[src/rtl/dmx_rx_pkg.sv]
package dmx_rx_pkg;

    typedef enum logic [2:0] {
        ST_IDLE,
        ST_BREAK,
        ST_MAB,
        ST_SLOTS,
        ST_CHECK,
        ST_DROP
    } rx_state_t;

    // Break threshold in bit times (88 us at 4 us per bit)
    localparam int BRK_BITS = 22;
    // Highest channel number in one universe
    localparam int SLOT_MAX = 512;

endpackage

[src/rtl/dmx_rx_sync.sv]
module dmx_rx_sync #(
    parameter int STAGES = 2
) (
    input  logic clk,
    input  logic rst_n,
    input  logic din,
    output logic dout
);
    logic [STAGES-1:0] chain;

    always_ff @(posedge clk or negedge rst_n) begin
        if (!rst_n) chain <= '1;
        else        chain <= {chain[STAGES-2:0], din};
    end

    assign dout = chain[STAGES-1];
endmodule

[src/rtl/dmx_rx_brkdet.sv]
module dmx_rx_brkdet #(
    parameter int BRK_CYC = 4400
) (
    input  logic clk,
    input  logic rst_n,
    input  logic rx_s,
    output logic brk_hit
);
    localparam int CW = $clog2(BRK_CYC + 1);

    logic [CW-1:0] low_cnt;

    always_ff @(posedge clk or negedge rst_n) begin
        if (!rst_n)                        low_cnt <= '0;
        else if (rx_s)                     low_cnt <= '0;
        else if (low_cnt != CW'(BRK_CYC))  low_cnt <= low_cnt + 1'b1;
    end

    assign brk_hit = !rx_s && (low_cnt == CW'(BRK_CYC - 1));
endmodule

[src/rtl/dmx_rx_slot.sv]
module dmx_rx_slot #(
    parameter int CPB = 200
) (
    input  logic       clk,
    input  logic       rst_n,
    input  logic       en,
    input  logic       rx_s,
    output logic       slot_ok,
    output logic       slot_err,
    output logic       slot_brk,
    output logic [7:0] slot_data
);
    localparam int HALF = CPB / 2;
    localparam int CW   = $clog2(CPB);

    logic          busy;
    logic          prev;
    logic [CW-1:0] cnt;
    logic [3:0]    bitn;
    logic [7:0]    sr;

    always_ff @(posedge clk or negedge rst_n) begin
        if (!rst_n) begin
            busy     <= 1'b0;
            prev     <= 1'b1;
            cnt      <= '0;
            bitn     <= '0;
            sr       <= '0;
            slot_ok  <= 1'b0;
            slot_err <= 1'b0;
            slot_brk <= 1'b0;
        end else begin
            prev     <= rx_s;
            slot_ok  <= 1'b0;
            slot_err <= 1'b0;
            slot_brk <= 1'b0;
            if (!en) begin
                busy <= 1'b0;
            end else if (!busy) begin
                if (prev && !rx_s) begin
                    busy <= 1'b1;
                    cnt  <= CW'(HALF - 1);
                    bitn <= '0;
                end
            end else if (cnt != '0) begin
                cnt <= cnt - 1'b1;
            end else begin
                cnt  <= CW'(CPB - 1);
                bitn <= bitn + 1'b1;
                case (bitn)
                    4'd0: if (rx_s) busy <= 1'b0;
                    4'd9: begin
                        if (!rx_s) begin
                            slot_err <= 1'b1;
                            slot_brk <= (sr == 8'h00);
                            busy     <= 1'b0;
                        end
                    end
                    4'd10: begin
                        busy <= 1'b0;
                        if (rx_s) slot_ok  <= 1'b1;
                        else      slot_err <= 1'b1;
                    end
                    default: sr <= {rx_s, sr[7:1]};
                endcase
            end
        end
    end

    assign slot_data = sr;
endmodule

[src/rtl/dmx_rx_extract.sv]
module dmx_rx_extract
    import dmx_rx_pkg::*;
#(
    parameter int CLK_HZ   = 50_000_000,
    parameter int BAUD     = 250_000,
    parameter int NCH      = 4,
    parameter int LOSS_CYC = 50_000_000
) (
    input  logic           clk,
    input  logic           rst_n,
    input  logic           dmx_in,
    input  logic [9:0]     start_addr,
    output logic [NCH*8-1:0] chan_out,
    output logic           upd,
    output logic           frame_err,
    output logic           sig_lost
);
    localparam int CPB     = CLK_HZ / BAUD;
    localparam int BRK_CYC = BRK_BITS * CPB;
    localparam int LW      = $clog2(LOSS_CYC + 1);
    localparam int IW      = 11;

    logic       rx_s;
    logic       brk_hit;
    logic       slot_ok, slot_err, slot_brk;
    logic [7:0] slot_data;
    logic       slot_en;

    rx_state_t  state, nxt;
    logic [9:0] base;
    logic [IW-1:0] slot_idx;
    logic       pkt_ok;
    logic       commit, ferr;
    logic [LW-1:0] loss_cnt;
    logic [NCH-1:0] hit, got;

    dmx_rx_sync #(.STAGES(2)) u_sync (
        .clk(clk), .rst_n(rst_n), .din(dmx_in), .dout(rx_s)
    );

    dmx_rx_brkdet #(.BRK_CYC(BRK_CYC)) u_brk (
        .clk(clk), .rst_n(rst_n), .rx_s(rx_s), .brk_hit(brk_hit)
    );

    assign slot_en = (state == ST_MAB) || (state == ST_SLOTS);

    dmx_rx_slot #(.CPB(CPB)) u_slot (
        .clk(clk), .rst_n(rst_n), .en(slot_en), .rx_s(rx_s),
        .slot_ok(slot_ok), .slot_err(slot_err), .slot_brk(slot_brk),
        .slot_data(slot_data)
    );

    always_comb begin
        if (start_addr == 10'd0)                 base = 10'd1;
        else if (start_addr > 10'(SLOT_MAX))     base = 10'(SLOT_MAX);
        else                                     base = start_addr;
    end

    // State register
    always_ff @(posedge clk or negedge rst_n) begin
        if (!rst_n) state <= ST_IDLE;
        else        state <= nxt;
    end

    // Next state
    always_comb begin
        nxt = state;
        unique case (state)
            ST_IDLE:  if (brk_hit) nxt = ST_BREAK;
            ST_BREAK: if (rx_s)    nxt = ST_MAB;
            ST_MAB: begin
                if (brk_hit)       nxt = ST_BREAK;
                else if (slot_ok)  nxt = (slot_data == 8'h00) ? ST_SLOTS : ST_DROP;
                else if (slot_err) nxt = slot_brk ? ST_CHECK : ST_DROP;
            end
            ST_SLOTS: begin
                if (brk_hit)       nxt = ST_BREAK;
                else if (slot_err) nxt = slot_brk ? ST_CHECK : ST_DROP;
            end
            ST_CHECK: begin
                if (brk_hit)       nxt = ST_BREAK;
                else if (rx_s)     nxt = ST_DROP;
            end
            ST_DROP:  if (brk_hit) nxt = ST_BREAK;
            default:               nxt = ST_IDLE;
        endcase
    end

    assign commit = brk_hit && pkt_ok &&
                    ((state == ST_SLOTS) || (state == ST_CHECK));
    assign ferr   = (slot_en && slot_err && !slot_brk) ||
                    ((state == ST_CHECK) && rx_s && !brk_hit);

    // Per-channel shadow and output registers
    for (genvar i = 0; i < NCH; i++) begin : g_ch
        logic [7:0] shadow_q;
        logic [7:0] out_q;

        assign hit[i] = slot_ok && (state == ST_SLOTS) &&
                        (slot_idx == (IW'(base) + IW'(i)));

        always_ff @(posedge clk or negedge rst_n) begin
            if (!rst_n) begin
                shadow_q <= '0;
                got[i]   <= 1'b0;
                out_q    <= '0;
            end else begin
                if (hit[i]) begin
                    shadow_q <= slot_data;
                    got[i]   <= 1'b1;
                end else if ((state == ST_BREAK) && rx_s) begin
                    got[i]   <= 1'b0;
                end
                if (commit && got[i]) out_q <= shadow_q;
            end
        end

        assign chan_out[i*8 +: 8] = out_q;
    end

    // Outputs, slot counting and loss timer
    always_ff @(posedge clk or negedge rst_n) begin
        if (!rst_n) begin
            upd       <= 1'b0;
            frame_err <= 1'b0;
            pkt_ok    <= 1'b0;
            slot_idx  <= '0;
            loss_cnt  <= '0;
            sig_lost  <= 1'b0;
        end else begin
            upd       <= commit;
            frame_err <= ferr;

            if ((state == ST_BREAK) && rx_s) begin
                pkt_ok   <= 1'b0;
                slot_idx <= '0;
            end else if ((state == ST_MAB) && !brk_hit && slot_ok &&
                         (slot_data == 8'h00)) begin
                pkt_ok   <= 1'b1;
                slot_idx <= IW'(1);
            end else if ((state == ST_SLOTS) && slot_ok &&
                         (slot_idx != IW'(SLOT_MAX + 1))) begin
                slot_idx <= slot_idx + 1'b1;
            end

            if (commit) begin
                loss_cnt <= '0;
                sig_lost <= 1'b0;
            end else if (loss_cnt == LW'(LOSS_CYC - 1)) begin
                sig_lost <= 1'b1;
            end else begin
                loss_cnt <= loss_cnt + 1'b1;
            end
        end
    end
endmodule

[config.mk]
export PLATFORM = sky130hd
export DESIGN_NAME = dmx_rx_extract
export DESIGN_NICKNAME = d
export VERILOG_FILES = /design/src/rtl/dmx_rx_pkg.sv /design/src/rtl/dmx_rx_sync.sv /design/src/rtl/dmx_rx_brkdet.sv /design/src/rtl/dmx_rx_slot.sv /design/src/rtl/dmx_rx_extract.sv
export SDC_FILE = /design/constraint.sdc
export NUM_CORES = 1
export LEC_CHECK = 0
export ABC_AREA = 1
export CAP_MARGIN = 20
export CORE_MARGIN = 2
export CORE_UTILIZATION = 48
export DETAILED_ROUTE_END_ITERATION = 10
export DONT_BUFFER_PORTS = 1
export PLACE_DENSITY = 0.6
export SYNTH_ARGS = -nofsm -noshare
export SYNTH_HDL_FRONTEND = slang
export SYNTH_SLANG_ARGS = --single-unit
[constraint.sdc]
create_clock -name clk -period 2.2 [get_ports clk]
set_input_delay 0.33 -clock clk [delete_from_list [all_inputs] [get_ports clk]]
set_output_delay 0.33 -clock clk [all_outputs]
set_load 0.005 [all_outputs]
# [Yosys cells after proc, flatten, opt, wreduce, memory -nomap -nowiden]
# Index checks and enable logic that the tools add are counted.
[op_classes] n_addsub=8 order_cmp=1 n_eq_ne=20 mux=55 bitwise=2 n_reduce_logical=49
[ops] op="two-way mux 26 bit" n=2
[ops] op="equality test 11 bit" n=3
[ops] op="two-way mux 11 bit" n=3
[ops] op="two-way mux 1 bit" n=29
[ops] op="two-way mux 3 bit" n=9
[ops] op="adder 26 x 1 -> 26 bit (second input constant)" n=1
[ops] op="equality test 26 bit (second input constant)" n=1
[ops] op="two-way mux 13 bit" n=2
[ops] op="two-way mux 8 bit" n=3
[ops] op="adder 10 x 2 -> 11 bit (second input constant)" n=2
[ops] op="logical AND 1 bit" n=22
[ops] op="two-way mux 10 bit" n=2
[ops] op="nonzero test 2 bit" n=8
[ops] op="one-hot mux 3 bit (5 select lines)" n=1
[ops] op="adder 13 x 1 -> 13 bit (second input constant)" n=1
[ops] op="equality test 13 bit (second input constant)" n=1
[ops] op="inequality test 13 bit (second input constant)" n=1
[ops] op="two-way mux 4 bit" n=3
[ops] op="adder 10 x 1 -> 11 bit (second input constant)" n=1
[ops] op="adder 11 x 1 -> 11 bit (second input constant)" n=1
[ops] op="equality test 11 x 10 -> 1 bit" n=1
[ops] op="inequality test 11 x 10 -> 1 bit (second input constant)" n=1
[ops] op="greater-than comparator 10 bit (second input constant)" n=1
[ops] op="zero test 10 bit" n=1
[ops] op="other kinds (23)" n=35
[totals] regBits=152 input_bits=13 output_inout_bits=35

# [Logic depth before layout (Yosys ltp)]
[depth] word_depth=8 mapped_depth=18 mapped_depth_nobuf=18

# [Modules after synthesis]
# From an unflattened synthesis, not the netlist that was laid out.
[unflattened] cells_unflattened=1012 hier_area_um2=8206.6
[modules_own_cells] module="dmx_rx_extract" n_inst=1 cells_per_inst=727 area_per_inst_um2=5958.2 seq_area_each_um2=2802.7
[modules_own_cells] module="dmx_rx_slot" n_inst=1 cells_per_inst=175 area_per_inst_um2=1411.4 seq_area_each_um2=626.9
[modules_own_cells] module="dmx_rx_brkdet" n_inst=1 cells_per_inst=108 area_per_inst_um2=784.5 seq_area_each_um2=325.3
[modules_own_cells] module="dmx_rx_sync" n_inst=1 cells_per_inst=2 area_per_inst_um2=52.6 seq_area_each_um2=52.6

# [Worst setup path after synthesis]
# No wires, ideal clock.
[synth_timing] path_type="input -> register" start="input start_addr[4]" end="register g_ch[1].shadow_q[0]" t_arrival_ns=2.371 setup_slack_ns=-0.288 cell_stages=18 n_path_buf=1 path_cell_list="nor2_1 -> nand3_1 -> o21bai_4 -> buf_6 -> nand2_1 -> inv_1 -> ha_1 -> inv_1 -> nor2_1 -> nand3_1 -> nor2_1 -> nand2_1 -> nand2_1 -> nand2_1 -> nor2_4 -> nand2_4 -> nand2_1 -> nand2_1"
[synth_via] elab_chain_len=6 word_cells_on_any_way=7 cone_classes="add/sub (1); order compare (1); eq/ne (1); mux (2); reduce/logical (2)"
[synth_rtl] element="start: declaration" line="dmx_rx_extract.sv:12" text="input logic [9:0] start_addr,"
[synth_rtl] element="greater-than comparator 10 bit" line="dmx_rx_extract.sv:55" text="else if (start_addr > 10'(SLOT_MAX)) base = 10'(SLOT_MAX);"
[synth_rtl] element="two-way mux 10 bit" line="dmx_rx_extract.sv:55"
[synth_rtl] element="two-way mux 10 bit *" line="dmx_rx_extract.sv:54" text="if (start_addr == 10'd0) base = 10'd1;"
[synth_rtl] element="adder 10 x 1 -> 11 bit *" line="dmx_rx_extract.sv:100" text="(slot_idx == (IW'(base) + IW'(i)));"
[synth_rtl] element="equality test 11 bit *" line="dmx_rx_extract.sv:100"
[synth_rtl] element="logical AND 1 bit *" line="dmx_rx_extract.sv:99" text="assign hit[i] = slot_ok && (state == ST_SLOTS) &&"
[synth_rtl] element="end signal: assignment" line="dmx_rx_extract.sv:109" text="shadow_q <= slot_data;"
[synth_rtl] element="end: declaration" line="dmx_rx_extract.sv:96" text="logic [7:0] shadow_q;"
# Mark *: on every way between the ends. The rest lies on a longest branch, timed or not.
# A chain may end at the register's enable or synchronous reset.

# [Worst setup path after layout]
[layout_timing] start="register u_brk.low_cnt[0]" end="register g_ch[0].out_q[7]"
[layout_via] elab_chain_len=5
[layout_rtl] element="start: declaration" line="dmx_rx_brkdet.sv:11" text="logic [CW-1:0] low_cnt;"
[layout_rtl] element="start signal: assignment" line="dmx_rx_brkdet.sv:16" text="else if (low_cnt != CW'(BRK_CYC)) low_cnt <= low_cnt + 1'b1;"
[layout_rtl] element="equality test 13 bit" line="dmx_rx_brkdet.sv:19" text="assign brk_hit = !rx_s && (low_cnt == CW'(BRK_CYC - 1));"
[layout_rtl] element="logical AND 1 bit" line="dmx_rx_brkdet.sv:19"
[layout_rtl] element="logical AND 1 bit (2 in a row)" line="dmx_rx_extract.sv:89" text="assign commit = brk_hit && pkt_ok &&"
[layout_rtl] element="logical AND 1 bit" line="dmx_rx_extract.sv:114" text="if (commit && got[i]) out_q <= shadow_q;"
[layout_rtl] element="end signal: assignment" line="dmx_rx_extract.sv:114"
[layout_rtl] element="end: declaration" line="dmx_rx_extract.sv:97" text="logic [7:0] out_q;"
# No other way between the ends.

==> impl_summary.txt <==
----------------------------------------------------
[Worst setup path]
  R2R cell count ... 10
  Signal arrival time at the worst endpoint ... 2.35 ns
  Ordered cell list for the critical path ... ha_1 > nand3_1 > inv_1 > nand3_1 > nor2_1 > inv_1 > nor3_2 > buf_12 > nand2_2 > mux2_2
  Origin of the critical flop-to-flop path ... u_brk.low_cnt[0]
  Worst path slowest cell ... dfrtp_1
  Reg-to-reg endpoint ... g_ch[0].out_q[7]
  Critical path startpoint category ... register
  Largest stage delay on the critical path ... 0.36 ns
  R2R Setup Slk ... 0.15 ns
  Start-to-end type of the worst setup path ... register to register
  Data required time at the worst endpoint ... 2.51 ns
  Crit path from ... u_brk.low_cnt[0]
  Type of destination of the critical path ... register
  Critical path peak fanout ... 19

[Timing]
  Max-slew violation count ... 0
  Post-route fraction of the period consumed by the critical path ... 93.0%
  Maximum clock rate ... 0.489 GHz
  RSZ-0062 raised after global routing ... no
  Actual transition at the worst max-transition pin ... 0.406 ns
  Hold slack ... -0.406 ns
  Worst-case headroom to the max-slew limit ... 72.9%
  Setup slack after layout ... 0.154 ns
  Total Negative Setup Slacks ... 0 ns
  Shortest clock period the worst path allows after layout ... 2.05 ns
  Final Hold Vio Count ... 152
  Post-route clock skew ... 0.00868 ns
  Total of endpoints with negative setup slack in the final report ... 0

[Clock tree]
  Clock tree from TritonCTS ... yes
  Worst-Skew Late Latency ... 0.43 ns
  CTS clock-pin slew for the worst setup and hold paths ... 0.06 ns
  Max Buffers Root-to-Sink ... 2
  Hold buffer count at cts ... 1
  TritonCTS sink count ... 152
  Level count of the clock H-tree ... 4
  Root buf cell ... clkbuf_16
  Post CTS Setup Buffer Count ... 0
  CTS buffer count ... 17

[Synth]
  Top post-synthesis cells by count ... nand2_1, dfrtp_1, inv_1
  Predominant post-synthesis flop cell ... dfrtp_1
  Portion of synthesized cell area occupied by the leading cell type ... 46.9%
  Synthesis-stage register bit count ... 152
  Cell taking the most area after synthesis ... dfrtp_1
  Ys Warns ... 0
  Syn nets ... 987
  Mean Syn Cell Area ... 8.29 sq um
  FFs w/ async S/R, synth ... 100%
  Gate Count Post-Synth ... 959
  Number of enable flip-flop cells after synthesis ... 0
  Most frequent cell after synthesis ... nand2_1
  Mapped Area ... 7950 sq um
  Number of distinct library cells after synthesis ... 45
  Portion of the post-synthesis area used by sequential elements ... 47.9%
  Most area-consuming cells after synthesis ... dfrtp_1, nand2_1, inv_1

[Routing]
  DR vias ... 6,617
  Final antenna-violating net count ... 0
  Via count normalized by instance count ... 5.25
  Detail-routed net length per standard cell ... 14.5 um
  DRC violations left ... 0
  Number of DRC violations after detailed-routing iteration 0 ... 438
  Post-detailed-routing wire length ... 18,300 um
  First-pass iteration count of the detailed router ... 4

[Outcome]
  Run status ... complete, but fails checks
  Failing checks ... hold timing

[Global route]
  Global-route wire length before repair ... 31,500 um
  Initial antenna violation count ... 1
  Pin count of the biggest net entering global routing ... 153
  Via count of the first global-routing pass ... 6,431
  Overall routing resource usage ... 22.3%
  GRT overflow ... 0

[Floorplan]
  Boundary Pins ... 48
  Chip width ... 133 um
  Placement row count ... 47
  Core region area ... 16,400 sq um
  Die H ... 133 um
  Starting density of the core ... 48.4%
  Overall die area ... 17,600 sq um

[Placement]
  Final estimated routing congestion in global placement ... 0.912
  Number of buffers added on ports ... 0
  HPWL after DPL ... 13,400 um
  Worst Setup Slack post-DPL ... -0.183 ns
  Area after DPL ... 8740 sq um

[Cells and area]
  Summed area of non-filler cells in the final layout ... 9370 sq um
  Fraction of final layout cells with drive strength greater than 1 ... 17.5%
  Number of nets in the finished design ... 1,056
  Inserted Diodes ... 0
  Synth-to-layout area growth ... 17.9%

[Power and ir drop]
  Ratio of total power to cell area ... 637 nW/um^2
  Leak ... 4.54 nW
  Design Power ... 0.00596 W
  Maximum ir drop on the vdd rail ... 0.534 mV

[Worst hold path]
  Hold crit path type ... input pin to asynchronous set/reset pin

[Job]
  Max-cap violations ... 0

----------------------------------------------------
==> report_power, final <==
part | internal [W] | switching (W)
clock | 0.00170 | 0.00124
combinational | 0.0000890 | 0.000133
sequential | 0.00280 | 0.00000722
==> worst max path at each step <==
stage,end,slack (ns),cells past startpoint
floorplan,g_ch[1].shadow_q[0],-0.06,17
global placement,g_ch[2].shadow_q[1],-0.14,16
detailed placement,g_ch[1].shadow_q[0],-0.18,17
CTS,g_ch[0].out_q[7],0.13,10
global route,g_ch[1].shadow_q[0],0.002,13
finish,g_ch[0].out_q[7],0.15,10
==> critical path, delay by kind of cell, from the launching register on <==
kind,cells,cell delay (ns)
buffers and inverters,3,0.38
AND/OR/NAND/NOR,5,0.68
multiplexers,1,0.31
adder cells (fa/ha/maj),1,0.20
flip-flops,1,0.36
==> kinds of logic (layout without fill, tap and decap cells) <==
family / Yosys count / in the layout / share of synthesized area, %
adders and majority gates: 15 / 15 / 2.36
xor gates and xnor gates: 16 / 16 / 1.76
and+or+nand+nor: 480 / 480 / 27.6
muxes: 32 / 32 / 4.53
buffers and inverters: 136 / 218 / 6.63
AOI/OAI and AO/OA: 128 / 128 / 9.23
DFF: 152 / 152 / 47.9
==> routing by layer <==
metal	GRT usage [%]	share of wire [%]
met5	0	0.071
met4	7.71	2.4
met3	5.10	3.9
met2	36.7	49
met1	29.1	45
==> per-stage QoR <==
stage	cells	utilization, %
global placement	1228	53.3
global route	1261	57.1
detailed placement	1228	53.3
CTS	1261	56.9
floorplan	959	-
finish	1261	57.1
==> layout make-up <==
type | instances | area [sq um]
fill | 1488 | 7040
clock inverter | 15 | 165
multi-input combinational | 671 | 3720
inverter | 127 | 477
sequential | 152 | 3810
clock buffer | 17 | 425
tap | 220 | 275
timing repair buffer | 59 | 495
==> repair_timing <==
action / in CTS / in global routing
resized for setup: 0 / 5
hold endpoints to repair: 153 / 152
endpoints found under the setup margin: 0 / 6
==> flip-flops by register name, summed over array words and instances, names as in the netlist <==
signal            cells
g_ch.out_q           32
g_ch.shadow_q        32
loss_cnt             26
u_brk.low_cnt        13
slot_idx             11
u_slot.cnt            8
u_slot.slot_data      8
got                   4
u_slot.bitn           4
state                 3
u_sync.chain          2
frame_err             1
pkt_ok                1
sig_lost              1
u_slot.busy           1
u_slot.prev           1
u_slot.slot_brk       1
u_slot.slot_err       1
u_slot.slot_ok        1
upd                   1
==> cell usage in the layout, fill, tap and decap left out, drive strengths merged <==
| master | Yosys | final |
|---|---|---|
| a211oi | 1 | 1 |
| a21boi | 1 | 1 |
| a21oi | 39 | 39 |
| a22oi | 1 | 1 |
| a311oi | 1 | 1 |
| a31oi | 10 | 10 |
| and2 | 1 | 1 |
| and3 | 1 | 1 |
| buf | 3 | 58 |
| bufinv | 0 | 2 |
| clkbuf | 6 | 17 |
| clkinv | 0 | 3 |
| clkinvlp | 0 | 3 |
| dfrtp | 149 | 149 |
| dfstp | 3 | 3 |
| dlygate4sd3 | 0 | 1 |
| ha | 15 | 15 |
| inv | 127 | 134 |
| mux2 | 32 | 32 |
| nand2 | 228 | 228 |
| nand3 | 80 | 80 |
| nand3b | 1 | 1 |
| nand4 | 25 | 25 |
| nor2 | 93 | 93 |
| nor3 | 33 | 33 |
| nor3b | 4 | 4 |
| nor4 | 12 | 12 |
| o211a | 1 | 1 |
| o211ai | 1 | 1 |
| o21a | 1 | 1 |
| o21ai | 67 | 67 |
| o21bai | 1 | 1 |
| o221ai | 1 | 1 |
| o22ai | 3 | 3 |
| or2 | 2 | 2 |
| xnor2 | 2 | 2 |
| xor2 | 14 | 14 |
No activity file was read; power rests on OpenSTA's default activity.
